<file path="config.mk">
export PLATFORM = sky130hd
export DESIGN_NAME = dac_serial_front
export DESIGN_NICKNAME = d
export VERILOG_FILES = /design/src/rtl/dacfe_pkg.sv /design/src/rtl/dacfe_sync.sv /design/src/rtl/dacfe_frame.sv /design/src/rtl/dacfe_regs.sv /design/src/rtl/dac_serial_front.sv
export SDC_FILE = /design/constraint.sdc
export NUM_CORES = 1
export LEC_CHECK = 0
export BUFFER_PORTS_ARGS = -buffer_cell sky130_fd_sc_hd__buf_2
export CELL_PAD_IN_SITES_DETAIL_PLACEMENT = 0
export CELL_PAD_IN_SITES_GLOBAL_PLACEMENT = 2
export CORE_ASPECT_RATIO = 1.2
export CORE_MARGIN = 2
export CORE_UTILIZATION = 43
export DETAILED_ROUTE_END_ITERATION = 10
export PLACE_DENSITY_LB_ADDON = 0.12
export REMOVE_ABC_BUFFERS = 1
export SLEW_MARGIN = 30
export SYNTH_ARGS = -nofsm -noshare
export SYNTH_HDL_FRONTEND = slang
export SYNTH_SLANG_ARGS = --single-unit
</file>
<file path="constraint.sdc">
create_clock -name clk_i -period 3.29 [get_ports clk_i]
set_input_delay 0.1645 -clock clk_i [delete_from_list [all_inputs] [get_ports clk_i]]
set_output_delay 0.1645 -clock clk_i [all_outputs]
set_load 0.02 [all_outputs]
</file>
<file path="src/rtl/dacfe_pkg.sv">
package dacfe_pkg;
  localparam int CMD_W  = 4;
  localparam int DATA_W = 12;

  localparam logic [CMD_W-1:0] CMD_LU_A  = 4'h1;
  localparam logic [CMD_W-1:0] CMD_LI_A  = 4'h3;
  localparam logic [CMD_W-1:0] CMD_LU_B  = 4'h4;
  localparam logic [CMD_W-1:0] CMD_LI_B  = 4'h6;
  localparam logic [CMD_W-1:0] CMD_UPD   = 4'h7;
  localparam logic [CMD_W-1:0] CMD_LI_AB = 4'h8;
  localparam logic [CMD_W-1:0] CMD_SOLO  = 4'h9;
  localparam logic [CMD_W-1:0] CMD_CLR0  = 4'hB;
  localparam logic [CMD_W-1:0] CMD_CLRM  = 4'hC;

  typedef enum logic {MODE_CHAIN = 1'b0, MODE_SOLO = 1'b1} mode_e;
endpackage

</file>
<file path="src/rtl/dacfe_sync.sv">
module dacfe_sync #(
  parameter int          N       = 4,
  parameter int          STAGES  = 2,
  parameter logic [N-1:0] RST_VAL = '0
) (
  input  logic         clk_i,
  input  logic         rst_ni,
  input  logic [N-1:0] d_i,
  output logic [N-1:0] q_o,
  output logic [N-1:0] rise_o,
  output logic [N-1:0] fall_o
);
  logic [N-1:0] prev_q;

  for (genvar g = 0; g < N; g++) begin : g_bit
    logic [STAGES-1:0] chain_q;
    always_ff @(posedge clk_i or negedge rst_ni) begin
      if (!rst_ni) chain_q <= {STAGES{RST_VAL[g]}};
      else         chain_q <= {chain_q[STAGES-2:0], d_i[g]};
    end
    assign q_o[g] = chain_q[STAGES-1];
  end

  always_ff @(posedge clk_i or negedge rst_ni) begin
    if (!rst_ni) prev_q <= RST_VAL;
    else         prev_q <= q_o;
  end

  assign rise_o = q_o & ~prev_q;
  assign fall_o = ~q_o & prev_q;
endmodule

</file>
<file path="src/rtl/dacfe_frame.sv">
module dacfe_frame
  import dacfe_pkg::*;
#(
  parameter int WORD_W = 16
) (
  input  logic              clk_i,
  input  logic              rst_ni,
  input  logic              frame_lvl_i,
  input  logic              frame_rise_i,
  input  logic              frame_fall_i,
  input  logic              sclk_rise_i,
  input  logic              sclk_fall_i,
  input  logic              sdi_i,
  output logic              commit_o,
  output logic [WORD_W-1:0] word_o,
  output logic              solo_o,
  output logic              sdo_o
);
  localparam int CNT_W = $clog2(WORD_W + 1);
  localparam logic [CNT_W-1:0] CNT_FULL = CNT_W'(WORD_W);
  localparam logic [CNT_W-1:0] CNT_LAST = CNT_W'(WORD_W - 1);

  logic [WORD_W-1:0] sreg_q, shifted;
  logic [CNT_W-1:0]  cnt_q;
  mode_e             mode_q;
  logic              shift_en;

  assign shifted  = {sreg_q[WORD_W-2:0], sdi_i};
  assign shift_en = !frame_lvl_i && sclk_fall_i && !frame_fall_i &&
                    (mode_q == MODE_CHAIN || cnt_q != CNT_FULL);

  always_comb begin
    if (mode_q == MODE_SOLO) begin
      commit_o = shift_en && (cnt_q == CNT_LAST);
      word_o   = shifted;
    end else begin
      commit_o = frame_rise_i && (cnt_q == CNT_FULL);
      word_o   = sreg_q;
    end
  end

  always_ff @(posedge clk_i or negedge rst_ni) begin
    if (!rst_ni) begin
      sreg_q <= '0;
      cnt_q  <= '0;
      mode_q <= MODE_CHAIN;
      sdo_o  <= 1'b0;
    end else begin
      if (frame_fall_i) begin
        sreg_q <= '0;
        cnt_q  <= '0;
      end else if (shift_en) begin
        sreg_q <= shifted;
        if (cnt_q != CNT_FULL) cnt_q <= cnt_q + 1'b1;
      end
      if (commit_o && word_o[WORD_W-1 -: CMD_W] == CMD_SOLO) mode_q <= MODE_SOLO;
      if (mode_q == MODE_SOLO)                    sdo_o <= 1'b0;
      else if (!frame_lvl_i && sclk_rise_i)       sdo_o <= sreg_q[WORD_W-1];
    end
  end

  assign solo_o = (mode_q == MODE_SOLO);
endmodule

</file>
<file path="src/rtl/dacfe_regs.sv">
module dacfe_regs
  import dacfe_pkg::*;
#(
  parameter int DATA_W = 12
) (
  input  logic              clk_i,
  input  logic              rst_ni,
  input  logic              commit_i,
  input  logic [CMD_W-1:0]  cmd_i,
  input  logic [DATA_W-1:0] data_i,
  input  logic              load_low_i,
  input  logic              load_fall_i,
  output logic [DATA_W-1:0] in_a_o,
  output logic [DATA_W-1:0] in_b_o,
  output logic [DATA_W-1:0] code_a_o,
  output logic [DATA_W-1:0] code_b_o
);
  localparam logic [DATA_W-1:0] MID = {1'b1, {(DATA_W-1){1'b0}}};

  logic [DATA_W-1:0] nx_a, nx_b;
  logic              dir_a, dir_b, upd_all;

  always_comb begin
    nx_a    = in_a_o;
    nx_b    = in_b_o;
    dir_a   = 1'b0;
    dir_b   = 1'b0;
    upd_all = load_fall_i || (commit_i && load_low_i);
    if (commit_i) begin
      case (cmd_i)
        CMD_LU_A:  begin nx_a = data_i; dir_a = 1'b1; end
        CMD_LI_A:  nx_a = data_i;
        CMD_LU_B:  begin nx_b = data_i; dir_b = 1'b1; end
        CMD_LI_B:  nx_b = data_i;
        CMD_LI_AB: begin nx_a = data_i; nx_b = data_i; end
        CMD_UPD:   upd_all = 1'b1;
        CMD_CLR0:  begin nx_a = '0;  nx_b = '0;  dir_a = 1'b1; dir_b = 1'b1; end
        CMD_CLRM:  begin nx_a = MID; nx_b = MID; dir_a = 1'b1; dir_b = 1'b1; end
        default:   ;
      endcase
    end
  end

  always_ff @(posedge clk_i or negedge rst_ni) begin
    if (!rst_ni) begin
      in_a_o   <= '0;
      in_b_o   <= '0;
      code_a_o <= '0;
      code_b_o <= '0;
    end else begin
      in_a_o <= nx_a;
      in_b_o <= nx_b;
      if (upd_all || dir_a) code_a_o <= nx_a;
      if (upd_all || dir_b) code_b_o <= nx_b;
    end
  end
endmodule

</file>
<file path="src/rtl/dac_serial_front.sv">
module dac_serial_front
  import dacfe_pkg::*;
#(
  parameter int DATA_W      = dacfe_pkg::DATA_W,
  parameter int SYNC_STAGES = 2
) (
  input  logic              clk_i,
  input  logic              rst_ni,
  input  logic              frame_ni,
  input  logic              sclk_i,
  input  logic              sdi_i,
  input  logic              load_ni,
  output logic              sdo_o,
  output logic [DATA_W-1:0] code_a_o,
  output logic [DATA_W-1:0] code_b_o
);
  localparam int WORD_W = CMD_W + DATA_W;

  // bit order: load, sdi, sclk, frame
  logic [3:0]        pin_q, pin_rise, pin_fall;
  logic              commit, solo, unused_ok;
  logic [WORD_W-1:0] word;
  logic [DATA_W-1:0] in_a, in_b;

  dacfe_sync #(.N(4), .STAGES(SYNC_STAGES), .RST_VAL(4'b1001)) u_sync (
    .clk_i, .rst_ni,
    .d_i   ({load_ni, sdi_i, sclk_i, frame_ni}),
    .q_o   (pin_q),
    .rise_o(pin_rise),
    .fall_o(pin_fall)
  );

  dacfe_frame #(.WORD_W(WORD_W)) u_frame (
    .clk_i, .rst_ni,
    .frame_lvl_i (pin_q[0]),
    .frame_rise_i(pin_rise[0]),
    .frame_fall_i(pin_fall[0]),
    .sclk_rise_i (pin_rise[1]),
    .sclk_fall_i (pin_fall[1]),
    .sdi_i       (pin_q[2]),
    .commit_o    (commit),
    .word_o      (word),
    .solo_o      (solo),
    .sdo_o       (sdo_o)
  );

  dacfe_regs #(.DATA_W(DATA_W)) u_regs (
    .clk_i, .rst_ni,
    .commit_i   (commit),
    .cmd_i      (word[WORD_W-1 -: CMD_W]),
    .data_i     (word[DATA_W-1:0]),
    .load_low_i (!pin_q[3]),
    .load_fall_i(pin_fall[3]),
    .in_a_o     (in_a),
    .in_b_o     (in_b),
    .code_a_o   (code_a_o),
    .code_b_o   (code_b_o)
  );

  assign unused_ok = ^{pin_rise[3:2], pin_fall[2]};
endmodule

</file>
== Yosys cells after proc, flatten, opt, wreduce, memory -nomap -nowiden ==
Index checks and enable logic that the tools add are counted.

* Register bits after elaboration: 83
* Bits of input ports: 6
* Output and inout port bits: 25
* Word-level logic and storage cells: 73

* $add $sub $neg: 1
* Eq/ne operators: 12
* Multiplexer cells: 19
* Bitwise gates (word level): 5
* Reductions and logical operators: 23

{| class="wikitable"
|+ Operators by type and width
! kind !! count
|-
| $pmux W12 S3 || 2
|-
| $mux W16 || 3
|-
| $mux W12 || 2
|-
| $eq A4 B4 Y1 const B || 4
|-
| $mux W5 || 3
|-
| $eq A4 B3 Y1 const B || 3
|-
| $reduce_or A3 Y1 || 4
|-
| $mux W1 || 9
|-
| $logic_and A1 B1 Y1 || 8
|-
| $reduce_bool A2 Y1 || 3
|-
| $add A5 B1 Y5 const B || 1
|-
| $eq A5 B4 Y1 const B || 1
|-
| $eq A5 B5 Y1 const B || 1
|-
| $ne A5 B5 Y1 const B || 1
|-
| $and A4 B4 Y4 || 1
|-
| $eq A4 B1 Y1 const B || 1
|-
| $eq A4 B2 Y1 const B || 1
|-
| $logic_or A1 B1 Y1 || 4
|-
| $not A4 Y4 || 1
|-
| $logic_not A1 Y1 || 3
|-
| $and A2 B2 Y2 || 1
|-
| $not A2 Y2 || 1
|-
| $reduce_and A2 Y1 || 1
|-
| $not A1 Y1 || 1
|}

== Logic depth before layout (Yosys ltp) ==
Gate-level depths: netlist (run 1).

* Depth in word-level cells: 12
* Mapped depth: 8
* Mapped depth without buffers: 7

== Modules after synthesis ==
From an unflattened synthesis (run 1), not the netlist that was laid out.

* Cell total of the unflattened synthesis: 360
* Area total of the unflattened synthesis: 3854.9 µm²

{| class="wikitable"
|+ By module, submodules not included
! module !! times used !! cells each !! area each (µm²)
|-
| dacfe_regs || 1 || 184 || 2152.1
|-
| dacfe_frame || 1 || 151 || 1291.2
|-
| dacfe_sync || 1 || 24 || 407.9
|-
| dac_serial_front || 1 || 1 || 3.8
|}

== Worst setup path before layout (run 1) ==
OpenSTA, ideal clock, no wires.

* Path type: reg-to-reg
* Start point: register u_frame.cnt_q[0]
* End point: register u_regs.code_b_o[10]
* Arrival time: 2.053 ns
* Data required time: 3.165 ns
* Slack: 1.113 ns
* Stages on the path, launching flop included: 9
* Path buffers: 1
* Period minus slack after synthesis: 2.177 ns
* Cells stage by stage: dfrtp_1 inv_1 ha_1 nor4bb_1 and4_2 nor2_2 a22oi_2 buf_6 mux2_2

* Longest elaborated chain between the ends: 10
* Elaborated cells on any way between the ends: 15
* Those cells by class: eq/ne (3); mux (5); reduce/logical (7)

{| class="wikitable"
|+ Ends and longest elaborated chain
! item !! line !! RTL
|-
| from (decl) || dacfe_frame.sv:24 || <nowiki>logic [CNT_W-1:0] cnt_q;</nowiki>
|-
| from (signal assigned) || dacfe_frame.sv:54 || <nowiki>if (cnt_q != CNT_FULL) cnt_q <= cnt_q + 1'b1;</nowiki>
|-
| $ne A5 B5 Y1 || dacfe_frame.sv:30 || <nowiki>(mode_q == MODE_CHAIN || cnt_q != CNT_FULL);</nowiki>
|-
| $logic_or A1 B1 Y1 || dacfe_frame.sv:30 ||
|-
| $logic_and A1 B1 Y1 || dacfe_frame.sv:29 || <nowiki>assign shift_en = !frame_lvl_i && sclk_fall_i && !frame_fall_i &&</nowiki>
|-
| $logic_and A1 B1 Y1 || dacfe_frame.sv:34 || <nowiki>commit_o = shift_en && (cnt_q == CNT_LAST);</nowiki>
|-
| $mux W1 (*) || dacfe_frame.sv:33 || <nowiki>if (mode_q == MODE_SOLO) begin</nowiki>
|-
| $logic_and A1 B1 Y1 || dacfe_regs.sv:28 || <nowiki>upd_all = load_fall_i || (commit_i && load_low_i);</nowiki>
|-
| $logic_or A1 B1 Y1 || dacfe_regs.sv:28 ||
|-
| $mux W1 || dacfe_regs.sv:30 || <nowiki>case (cmd_i)</nowiki>
|-
| $mux W1 || dacfe_regs.sv:29 || <nowiki>if (commit_i) begin</nowiki>
|-
| $logic_or A1 B1 Y1 || dacfe_regs.sv:54 || <nowiki>if (upd_all || dir_b) code_b_o <= nx_b;</nowiki>
|-
| to (signal assigned) || dacfe_regs.sv:54 ||
|-
| to (decl) || dacfe_regs.sv:16 || <nowiki>output logic [DATA_W-1:0] code_b_o</nowiki>
|}

Every way passes the cells marked *; elsewhere a longest branch is shown, timed or not.
A chain may end at the register's enable or synchronous reset.

== Worst setup path after layout (run 1) ==
* Start point: register u_frame.cnt_q[0]
* End point: register u_regs.code_b_o[5]

Same word-level chain as after synthesis.

==> impl_metrics.json, run 1 <==
{
  "outcome": "finished clean",
  "relSlewSlack_pct": 51.8,
  "crit_required_ns": 3.52,
  "wl_per_cell_microns": 15.5,
  "synthArstFlopShare_pct": 100,
  "synth_top_flop_cell": "dfrtp_1",
  "yosys_register_bits": 82,
  "drtAntennaViolNets": 0,
  "h-tree-depth": 3,
  "route.detailed.drc": 0,
  "mostFrequentLayoutCells": "dfrtp_1 (76), inv_1 (30), buf_2 (29)",
  "min_period_ns": 2.56,
  "final_hold_viol_count": 0,
  "startpoint_type": "flip-flop",
  "drv_slew": 0,
  "routed_wl_microns": 7280,
  "power_uw": 1780,
  "dp_hpwl_microns": 4670,
  "nets": 359,
  "cts_sinks": 82,
  "cts_made_buffers": 9,
  "vias": 2431,
  "grtUsageTotal_pct": 17.4,
  "ys_types": 54,
  "syn-cell-area_sq_mm": 0.00373,
  "wl_met3_microns": 250,
  "finalSetupViolCount": 0,
  "worstPathArrival_ns": 2.79,
  "cellLeakagePower_uw": 0.00187,
  "area_growth_pct": 12.4,
  "io_pins": 31,
  "setup_slack_ns": 0.734,
  "cpMaxStageDelayCell": "nor4bb_1",
  "ys_seq_area_share_pct": 55.2,
  "antenna_found_initial": 0,
  "fmax_mhz": 391,
  "top_layer_used": "met4",
  "fillers": 810,
  "final_core_util_pct": 49.2,
  "via_per_inst": 5.16,
  "grt_pass1_vias": 2555,
  "ir_drop_mv": 0.253,
  "die_h_microns": 106,
  "fin_skew_ns": 0.00756,
  "die_w_microns": 89.0,
  "portBuffers": 30,
  "drt_iter0_drc": 74,
  "diodes": 0,
  "met2_length_microns": 3540,
  "start_util_pct": 43.8,
  "synth_edf_count": 0,
  "worstPathCellList": "inv_1, ha_1, nor4bb_1, and4_2, nor2_2, a22oi_2, buf_4, mux2_2",
  "rsz0062_at_grt": "false",
  "cp_slowest_stage_delay_ns": 0.55,
  "hold_class": "reg2reg",
  "grt_max_degree": 83,
  "core_region_area_sq_mm": 0.00852,
  "synth_warnings": 0,
  "synth_cells": 315,
  "crit_type": "reg2reg",
  "cts-root-buf": "clkbuf_8",
  "cap_violations": 0,
  "post-place-ws_ns": 0.735,
  "cts_tree": "built",
  "placed_cells": 451,
  "endpoint_kind": "flip-flop",
  "layout_commonest_cell": "dfrtp_1",
  "clk_pin_slew_worst_paths_ns": 0.08,
  "fin_crit_sh_pct": 77.7,
  "syn_area_per_cell_sq_um": 11.8,
  "die_area_sq_mm": 0.00943,
  "gp_congestion": 0.819,
  "grt_pass1_wl_microns": 12400,
  "clock_path_buffers": 2,
  "path_max_fanout": 12,
  "rows": 37,
  "instances_no_fill": 471,
  "cts_setup_buffers": 0,
  "worst_pin_slew_ns": 0.723,
  "powerDensity_mw_per_mm2": 425,
  "post_cts_resize_count": 0,
  "fin_tns_setup_ns": 0,
  "clock_latency_ns": 0.35,
  "wl_met1_microns": 3390,
  "drt_pre_antenna_iters": 5,
  "grt-ovfl-total": 0,
  "drive_gt1_share_pct": 28.2
}
[registers in the layout (all words and copies together) (netlist names)]
register,cells
u_frame.sreg_q,16
u_regs.code_a_o,12
u_regs.code_b_o,12
u_regs.in_a_o,12
u_regs.in_b_o,12
u_sync.g_bit.chain_q,8
u_frame.cnt_q,5
u_sync.prev_q,3
u_frame.sdo_o,1
u_frame.solo_o,1
[per-stage QoR]
step	cell area [sq um]	hold WS (ns)
after floorplan	3600	-0.131
after global placement	3960	0.269
after detailed placement	3960	0.267
after CTS	4190	0.359
after global routing	4190	0.362
final	4190	0.357
[cells by family (layout without fill, tap and decap cells)]
group,count (synthesis),after routing,synth area share (%)
DFF,82,82,55.2
adders and majority gates,3,3,1.01
and+or+nand+nor,77,77,12.2
xor gates and xnor gates,2,2,0.470
muxes,43,43,12.5
AOI/OAI and AO/OA,60,60,12.1
buffers and inverters,48,87,6.48
[metal layers]
metal | GRT usage [%] | vias up
met5 | 0 | -
met4 | 7.57 | 0
met3 | 4.11 | 7
met2 | 27.8 | 43
met1 | 22.4 | 1200
li1 | - | 1181
[worst paths after layout]
kind,start,endpoint,slack [ns],cells after the start
min,u_sync.g_bit[3].chain_q[0],u_sync.g_bit[3].chain_q[1],0.36,0
min in group asynchronous,rst_ni,u_frame.sdo_o,0.41,2
max reg2reg,u_frame.cnt_q[0],u_regs.code_b_o[5],0.73,8
max,u_frame.cnt_q[0],u_regs.code_b_o[5],0.73,8
max in group asynchronous,rst_ni,u_regs.in_a_o[11],2.37,2
min reg2reg,u_sync.g_bit[3].chain_q[0],u_sync.g_bit[3].chain_q[1],0.36,0
[area by class of cell]
type,count,area [sq um],share of cell area [%]
clock buffers,9,124,2.96
clock inverters,6,58.8,1.40
inverters,30,113,2.69
multi-input cells,185,1430,34.1
flip-flops and latches,82,2060,49.1
well taps,117,146,3.49
repair buffers,42,259,6.18
[worst max-delay path, delay by kind of cell, from the launching register on]
kind | cells | cell delay (ns)
flip-flops | 1 | 0.42
adder cells (fa/ha/maj) | 1 | 0.15
buffers and inverters | 2 | 0.31
AND/OR/NAND/NOR | 3 | 1.04
AO/OA/AOI/OAI | 1 | 0.15
multiplexers | 1 | 0.35
[synth_stat cells, types with 2 or more instances]
cell type	n	area, sq um
a211oi_1	2	15.0
a21oi_1	4	20.0
a31oi_1	2	12.5
buf_2	4	20.0
buf_4	3	22.5
buf_6	6	67.6
clkbuf_1	5	18.8
dfrtp_1	76	1900
dfstp_2	6	158
ha_1	3	37.5
inv_1	30	113
mux2_1	2	22.5
mux2_2	22	248
mux2i_1	18	180
nand2_1	25	93.8
nand2b_1	8	50.1
nand3_1	5	25.0
nand3b_1	4	30.0
nand4_1	2	12.5
nand4b_1	2	17.5
nand4bb_1	2	22.5
nor2_1	13	48.8
nor3b_1	2	15.0
o21a_1	3	22.5
o21ai_0	11	55.1
o22ai_1	18	113
o22ai_2	6	75.1
o32a_2	2	22.5
or3b_2	2	17.5
or4b_1	2	20.0
xor2_1	2	17.5
[report_power, final]
group / internal (uW) / switching [uW] / total, uW
combinational: 20.0 / 38.8 / 58.8
sequential: 1020 / 8.45 / 1030
clock: 342 / 351 / 694
total: 1380 / 399 / 1780
[what timing repair did]
action | CTS | global route
endpoints found under the setup margin | 0 | 0
hold buffers | 5 | 0
endpoints found under the hold margin | 80 | 0
(Power assumes the default switching activity.)
==> inputs of run 2 (changes only) <==
Settings changed: CORE_UTILIZATION 43 to 36.
Clock period 3.29 ns to 2.3 ns, I/O delays scaled along.
==> run 2 against run 1 <==
- final cell count rose by 5.1%
- global-route usage fell by 1.6 points
- non-clock buffer count increased by 15
- highest routed layer unchanged
- flip-flop and latch count is the same
- fmax increased by 18%
- core utilization shrank 4.5 points
- sequential power increased by 43%
==> impl_metrics.json, run 2 (same netlist as run 1, synthesis figures left out) <==
{
  "wl_per_cell_microns": 16.6,
  "cts_sinks": 82,
  "crit_type": "reg2reg",
  "min_period_ns": 2.17,
  "drtAntennaViolNets": 0,
  "hold_class": "in2async",
  "io_pins": 31,
  "rsz0062_at_grt": "true",
  "via_per_inst": 5.02,
  "cts_made_buffers": 9,
  "h-tree-depth": 3,
  "routed_wl_microns": 8240,
  "vias": 2483,
  "final_hold_viol_count": 0,
  "final_core_util_pct": 44.7,
  "core_region_area_sq_mm": 0.0101,
  "dp_hpwl_microns": 5450,
  "grtUsageTotal_pct": 15.8,
  "drv_slew": 0,
  "path_max_fanout": 15,
  "start_util_pct": 37.1,
  "grt-ovfl-total": 0,
  "cts_tree": "built",
  "outcome": "finished clean",
  "die_h_microns": 115,
  "fin_skew_ns": 0.00614,
  "r2r_slack_ns": 0.13,
  "regMostFlops": "u_frame.sreg_q",
  "die_area_sq_mm": 0.0112,
  "clock_latency_ns": 0.33,
  "startpoint_type": "flip-flop",
  "endpoint_kind": "flip-flop",
  "worstPathArrival_ns": 2.39,
  "route.detailed.drc": 0,
  "drt_iter0_drc": 77,
  "antenna_found_initial": 0,
  "clock_path_buffers": 2,
  "grt_max_degree": 49,
  "grt_pass1_vias": 2567,
  "grt_pass1_wl_microns": 13600,
  "area_growth_pct": 20.5,
  "crit_required_ns": 2.52,
  "rows": 40,
  "layout_commonest_cell": "dfrtp_1",
  "gp_congestion": 0.747,
  "ff2ff_path_depth": 6,
  "powerDensity_mw_per_mm2": 687,
  "post-place-ws_ns": 0.00431,
  "drive_gt1_share_pct": 31.2,
  "nets": 374,
  "drt_pre_antenna_iters": 4,
  "cellLeakagePower_uw": 0.00200,
  "fmax_mhz": 460,
  "power_uw": 3090,
  "ir_drop_mv": 0.367,
  "diodes": 0,
  "r2r_start": "u_frame.sreg_q[14]",
  "setup_slack_ns": 0.128,
  "cts-root-buf": "clkbuf_16",
  "cap_violations": 0,
  "finalSetupViolCount": 0,
  "fin_crit_sh_pct": 94.4,
  "worst_pin_slew_ns": 0.629,
  "portBuffers": 30,
  "mostFrequentLayoutCells": "dfrtp_1 (75), inv_1 (30), buf_2 (29)",
  "worstReg2RegEnd": "u_regs.code_b_o[10]",
  "relSlewSlack_pct": 58.1,
  "clk_pin_slew_worst_paths_ns": 0.06,
  "die_w_microns": 96.9,
  "largest_reg_flops": 16,
  "hold_slack_ns": 0.289
}
run 2: timing repair:
action	CTS	global route
hold buffers	5	0
pin swaps	0	1
setup buffers	0	1
endpoints found under the hold margin	34	0
resized for setup	1	3
endpoints found under the setup margin	1	19
run 2: power by group:
group | internal (uW) | switching (uW)
clock network | 950 | 565
registers | 1460 | 12.7
logic | 36.9 | 61.2
run 2: worst max-delay path: stages (launching register included):
cell,delay [ns]
dfrtp_1,0.60
or3b_2,0.50
o211ai_1,0.12
nand2_1,0.09
a22oi_2,0.19
buf_4,0.21
mux2_2,0.34
run 2: cell type report:
type,count,area (sq um)
fillers,929,5570
flip-flops and latches,82,2060
multi-input cells,185,1450
repair buffers,57,405
clock buffers,11,233
well taps,126,158
inverters,30,113
clock inverters,4,76.3
run 2: per-stage QoR:
stage	instances	TNS, ns	area, sq um
2_1_floorplan	297	-13.01	3600
3_3_place_gp	474	0	4110
3_5_place_dp	474	0	4110
4_1_cts	494	0	4470
5_1_grt	495	-0.0262	4490
6_report	495	0	4490
run 2: per-layer routing:
metal	vias to the layer above	global-route usage [%]	wire, microns
li1	1213	-	-
met1	1223	21.2	3920
met2	38	25.3	3950
met3	9	3.02	220
met4	0	6.76	149
met5	-	0	0
run 2: worst max-delay path by stage:
| stage | from | end |
|---|---|---|
| 2_1_floorplan | u_frame.solo_o | u_frame.sreg_q[0] |
| 3_3_place_gp | u_frame.cnt_q[0] | u_regs.code_b_o[9] |
| 3_5_place_dp | u_frame.cnt_q[0] | u_regs.code_b_o[6] |
| 4_1_cts | u_frame.cnt_q[0] | u_regs.code_b_o[6] |
| 5_1_grt | u_frame.cnt_q[0] | u_regs.code_b_o[8] |
| 6_report | u_frame.sreg_q[14] | u_regs.code_b_o[10] |
